==> src/rtl/jc_shift_reg.sv <==
module jc_shift_reg #(
  parameter int N = 18,
  parameter int KEY_W = 16,
  parameter int KM_N = 9,
  parameter int IDX_W = 5,
  parameter logic [N-1:0] F_MASK = 18'h08BF4,
  parameter logic [N-1:0] TAPS = 18'h20400,
  parameter logic [KM_N*IDX_W-1:0] KM_IDX =
    {5'd16, 5'd14, 5'd12, 5'd10, 5'd8, 5'd6, 5'd4, 5'd2, 5'd0}
) (
  input  logic             clk,
  input  logic             rst,
  input  logic             load,
  input  logic [N-1:0]     load_val,
  input  logic             en,
  input  logic             jc_in,
  input  logic [KEY_W-1:0] key,
  output logic [N-1:0]     state,
  output logic             jc_out
);

  logic [N-1:0] jump_m;
  logic [N-1:0] nxt;
  logic [KM_N-1:0] km_bits;

  assign jump_m = jc_in ? F_MASK : ~F_MASK;

  genvar i;
  generate
    for (i = 0; i < N; i++) begin : g_cell
      if (i == 0) begin : g_head
        assign nxt[0] = (^(state & TAPS)) ^ (jump_m[0] & state[0]);
      end else begin : g_body
        assign nxt[i] = state[i-1] ^ (jump_m[i] & state[i]);
      end
    end
    for (i = 0; i < KM_N; i++) begin : g_km
      assign km_bits[i] = state[KM_IDX[i*IDX_W +: IDX_W]];
    end
  endgenerate

  assign jc_out = (^km_bits) ^ (^key);

  always_ff @(posedge clk) begin
    if (rst)       state <= '0;
    else if (load) state <= load_val;
    else if (en)   state <= nxt;
  end

  p_reset_clears_r1: assert property (@(posedge clk) rst |=> state == '0);

  p_load_wins_r2: assert property (@(posedge clk) disable iff (rst)
    load |=> state == $past(load_val));

  p_hold_idle_r3: assert property (@(posedge clk) disable iff (rst)
    (!load && !en) |=> $stable(state));

  generate
    for (i = 1; i < N; i++) begin : g_chk
      p_shift_cell_r5: assert property (@(posedge clk) disable iff (rst)
        (!load && en && (jc_in != F_MASK[i])) |=> state[i] == $past(state[i-1]));
      p_jump_cell_r4: assert property (@(posedge clk) disable iff (rst)
        (!load && en && (jc_in == F_MASK[i])) |=>
          state[i] == ($past(state[i-1]) ^ $past(state[i])));
    end
  endgenerate

  p_head_cell_r6: assert property (@(posedge clk) disable iff (rst)
    (!load && en) |=> state[0] == ((^($past(state) & TAPS)) ^
      ((($past(jc_in) == F_MASK[0])) & $past(state[0]))));

endmodule

==> config.mk <==
export PLATFORM = sky130hd
export DESIGN_NAME = jc_shift_reg
export DESIGN_NICKNAME = d
export VERILOG_FILES = /design/src/rtl/jc_shift_reg.sv
export SDC_FILE = /design/constraint.sdc
export NUM_CORES = 1
export LEC_CHECK = 0
export CAP_MARGIN = 20
export CORE_MARGIN = 3
export CORE_UTILIZATION = 41
export DETAILED_ROUTE_END_ITERATION = 7
export PLACE_DENSITY = 0.8
export SLEW_MARGIN = 5
export SYNTH_ARGS = -nofsm -noshare
export SYNTH_HDL_FRONTEND = slang
export SYNTH_SLANG_ARGS = --single-unit
==> constraint.sdc <==
create_clock -name clk -period 1.6 [get_ports clk]
set_input_delay 0.24 -clock clk [delete_from_list [all_inputs] [get_ports clk]]
set_output_delay 0.24 -clock clk [all_outputs]
set_load 0.02 [all_outputs]
### Word level (Yosys, flattened, before mapping)

Index checks and enable logic that the tools add are counted.

* multiplexer cells: 3
* bitwise gates (word level): 37
* reduce and logical (&&, ||, !) cells: 4

Operator list (count)
* $mux W18: 3
* $xor A1 B1 Y1: 19
* $and A1 B1 Y1: 18
* $reduce_xor A18 Y1: 1
* $reduce_xor A16 Y1: 1
* $reduce_xor A9 Y1: 1
* $reduce_bool A2 Y1: 1

* register bits: 18

### Longest topological paths before layout

* word-level depth: 5
* gate-level depth with buffers: 6
* mapped depth without buffers: 4

### Least setup slack after synthesis

OpenSTA, ideal clock, no wires.

* path type: reg2out
* start point: register state[6]
* end point: output jc_out
* arrival time: 1.457 ns
* required time: 1.360 ns
* path slack: -0.097 ns
* path buffers: 0
* cell stages (with the launch flop): 5
* path through: dfxtp_1 xnor2_1 xnor2_1 xnor2_1 xnor3_1

* cells in the longest elaborated chain, start to end: 2

RTL lines
* start: declaration: line 18 `output logic [N-1:0] state,`
* start signal: assignment: line 46 `else if (load) state <= load_val;`
* start signal: assignment: line 47 `else if (en) state <= nxt;`
* $reduce_xor A9 Y1: line 42 `assign jc_out = (^km_bits) ^ (^key);`
* $xor A1 B1 Y1: line 42
* end: declaration: line 19 `output logic jc_out`

No other way between the ends.

### Worst setup path after layout

* start point: input key[6]
* end point: output jc_out

* cells in the longest elaborated chain, start to end: 2

RTL lines
* start: declaration: line 17 `input logic [KEY_W-1:0] key,`
* $reduce_xor A16 Y1: line 42
* $xor A1 B1 Y1: line 42

No other way between the ends.

==> results.txt <==
----------------------------------------------------
[Setup path]
  Worst r2r path cells ... 5
  Reg2Reg Launch Point ... state[12]
  Capture point of the worst reg-to-reg path ... state[13]
  CP required ... 1.36 ns
  Max FO, Critical Path ... 1
  Reg-to-reg slack, setup ... 0.37 ns
  Worst setup path endpoint ... jc_out
  Type of the worst setup path ... in -> out
  Launch point of the critical path ... key[6]
  Critical Path End Type ... output pin
  Crit path arrival time ... 1.70 ns
  Worst setup SP type ... input port

[GRT]
  Pin count of the biggest net entering global routing ... 19
  Antenna violations before repair ... 0
  GRT Util Overall ... 20.30%
  Congestion Overflow GR ... 0
  First-pass GRT wire length ... 5844 um
  Number of global-route vias before repair ... 1397

[Placement]
  Placer Congestion ... 0.7732
  Worst setup timing slack at the placement stage ... -1.007 ns
  Half-perimeter wire length after placement ... 2818 um
  Number of input and output port buffers inserted ... 57

[Routing]
  Vias per cell ... 5.523
  Detail Route Antenna Nets ... 0
  Number of remaining DRC errors ... 0
  Initial drt markers ... 56
  Via count ... 1458
  Final Routed Wirelength ... 3735 um
  Detailed-router iteration count before antenna repair ... 4
  Routed length per placed instance ... 14.15 um

[Layout]
  Utilization of the core after routing ... 71.69%
  Area growth from synthesis to final layout ... 63.08%
  # nets final ... 273
  Biggest register ... state
  Top Registers ... state: 18 flops
  # diodes ... 0
  Fraction of layout instances using a drive strength above 1 ... 18.03%
  Max FFs per register ... 18

[Timing]
  Setup violation total in the final timing report ... 1
  Final min period ... 1.939 ns
  Achievable clock frequency ... 515.7 MHz
  Worst-Margin Slew ... 0.2321 ns
  Max_slew headroom ... 84.50%
  Unrepaired setup endpoints after global routing ... true
  Slew Viols, Final ... 0
  Count of endpoints failing hold in the final timing report ... 0
  Worst hold slack after final layout ... 0.4903 ns
  Slack of the critical path ... -0.3390 ns
  Worst Clk Skew ... 0.001677 ns
  Period utilization ... 121.2%

[Yosys]
  Cell types occupying the most area after synthesis ... dfxtp_1 (29%), a21oi_1 (14%), xnor2_1 (13%), nand2_1 (8.8%), or3_1 (7.5%)
  Number of warnings printed during yosys synthesis ... 0
  Cell type with the largest total area after synthesis ... dfxtp_1
  Number of cells produced by synthesis ... 164
  Nets in the synthesized netlist ... 203
  Area share of the leading cell type in the synthesized netlist ... 28.97%
  Area of the mapped netlist ... 1244 um^2
  Number of different library cells in the post-synthesis netlist ... 23
  Leading cell types by count after synthesis ... a21oi_1 (34), nand2_1 (29), dfxtp_1 (18), xnor2_1 (18), or3_1 (15)
  Proportion of synthesized flip-flops having asynchronous set or reset ... 0%
  Flops & latches, synth ... 18
  Most instantiated flip-flop cell in the synthesis netlist ... dfxtp_1
  Most frequently used cell type in the post-synthesis netlist ... a21oi_1
  Sequential element share of the synthesized area ... 28.97%
  EDFF count, synth ... 0
  Average size of a mapped cell ... 7.583 um^2

[CTS]
  Num Clock Sinks ... 18
  Total clock buffers created by CTS ... 3
  Bufs on Longest Clock Path ... 2
  Clk slew on worst S/H paths ... 0.11 ns
  Insertion delay of the later-clocked pin in the worst-skew pair ... 0.29 ns
  CTS H-tree depth ... 1
  CTS tree ... done
  Clk root buf ... clkbuf_4

[Min path]
  Worst hold path class ... in -> reg

[Power]
  Static leakage ... 0.8979 nW
  Power density over the cells ... 720.5 nW/um^2
  Worst-case vdd ir drop ... 0.3695 mV

[Floorplanning]
  Row count ... 19
  Initial cell density of the core ... 43.96%
  Die height ... 61.08 um
  Die outline area ... 3730 um^2
  Placeable core area ... 2829 um^2
  Die extent in x ... 61.08 um
  Number of top-level pins ... 58

[Outcome]
  Violations in the final reports ... negative setup slack
  Status ... complete, but fails checks

[Run]
  Max-capacitance violation count ... 0

----------------------------------------------------
-- layout by cell type, fill, tap and decap left out --
| master | n |
|---|---|
| xnor2_2 | 7 |
| o22ai_1 | 9 |
| nand2_1 | 29 |
| or3_1 | 15 |
| clkbuf_4 | 3 |
| nand2b_1 | 2 |
| clkdlybuf4s50_1 | 22 |
| a31oi_1 | 1 |
| dfxtp_1 | 11 |
| buf_6 | 1 |
| xnor3_1 | 1 |
| xor2_2 | 1 |
| dfxtp_2 | 7 |
| buf_12 | 1 |
| xor2_1 | 2 |
| dlymetal6s2s_1 | 5 |
| nand3_1 | 1 |
| a21oi_1 | 34 |
| a221oi_1 | 1 |
| o21ai_0 | 8 |
| xnor3_2 | 1 |
| dlygate4sd2_1 | 29 |
| inv_1 | 1 |
| a211o_1 | 2 |
| nand4b_1 | 2 |
| mux2i_1 | 1 |
| xnor2_1 | 11 |
| buf_4 | 20 |
| clkbuf_8 | 1 |
| nand4_1 | 4 |
-- where the power goes --
part           leakage (nW)  internal [mW]  switching [mW]  total [mW]
clock                0.0210          0.138           0.146       0.285
combinational         0.726          0.383           0.284       0.668
sequential            0.151          0.477          0.0317       0.509
total                 0.898          0.999           0.462        1.46
-- metrics by stage --
step / setup TNS (ns) / std cells / instance area, um^2 / total power [mW]
after floorplan: -0.005680 / 164 / 1254 / 0.8903
after global placement: -1.317 / 260 / 1962 / 1.168
after detailed placement: -1.897 / 260 / 1962 / 1.181
after CTS: -0.3202 / 264 / 1993 / 1.460
after global routing: -0.4128 / 264 / 2028 / 1.546
final: -0.3390 / 264 / 2028 / 1.461
-- kinds of logic after synthesis --
logic type / Yosys count / share of synthesized area [%]
buffers and inverters: 14 / 6.035
xor gates and xnor gates: 23 / 19.01
muxes: 1 / 0.8049
and+or+nand+nor: 53 / 21.13
AOI/OAI and AO/OA: 55 / 24.04
DFF: 18 / 28.97
-- final cells by class --
class / count / area (um^2)
tap: 31 / 38.79
inverter: 1 / 3.754
timing repair buffer: 78 / 718.2
fill: 225 / 800.8
sequential: 18 / 369.1
clock buffer: 4 / 36.28
multi-input combinational: 132 / 862.1
-- per-layer routing --
metal / vias to the layer above / global-route usage, % / wire, um
met5: - / 0 / 0
met4: 0 / 7.740 / 44
met3: 6 / 3.564 / 321
met2: 73 / 35.35 / 1829
met1: 662 / 24.81 / 1540
li1: 717 / - / -
-- how the worst min path moves through the flow --
| stage | depth (start not counted) | start | to | slack, ns |
|---|---|---|---|---|
| 2_1_floorplan | 2 | load_val[1] | state[1] | 0.38 |
| 3_3_place_gp | 3 | state[0] | state[0] | 0.63 |
| 3_5_place_dp | 3 | state[0] | state[0] | 0.64 |
| 4_1_cts | 3 | load_val[2] | state[2] | 0.48 |
| 5_1_grt | 3 | load_val[9] | state[9] | 0.49 |
| 6_report | 3 | load_val[6] | state[6] | 0.49 |
-- timing repair --
action,4_1_cts,5_1_grt
setup buffers,0,0
hold buffers,0,0
resized for setup,39,8
pin swaps,18,9
endpoints found under the setup margin,17,3
-- worst max-delay path: stages --
cell,delay [ns]
dlygate4sd2_1,0.26
xnor2_2,0.14
xnor2_1,0.19
xnor3_1,0.35
xnor3_2,0.37
buf_6,0.14
Note: power is estimated with default switching activity, not from simulation.
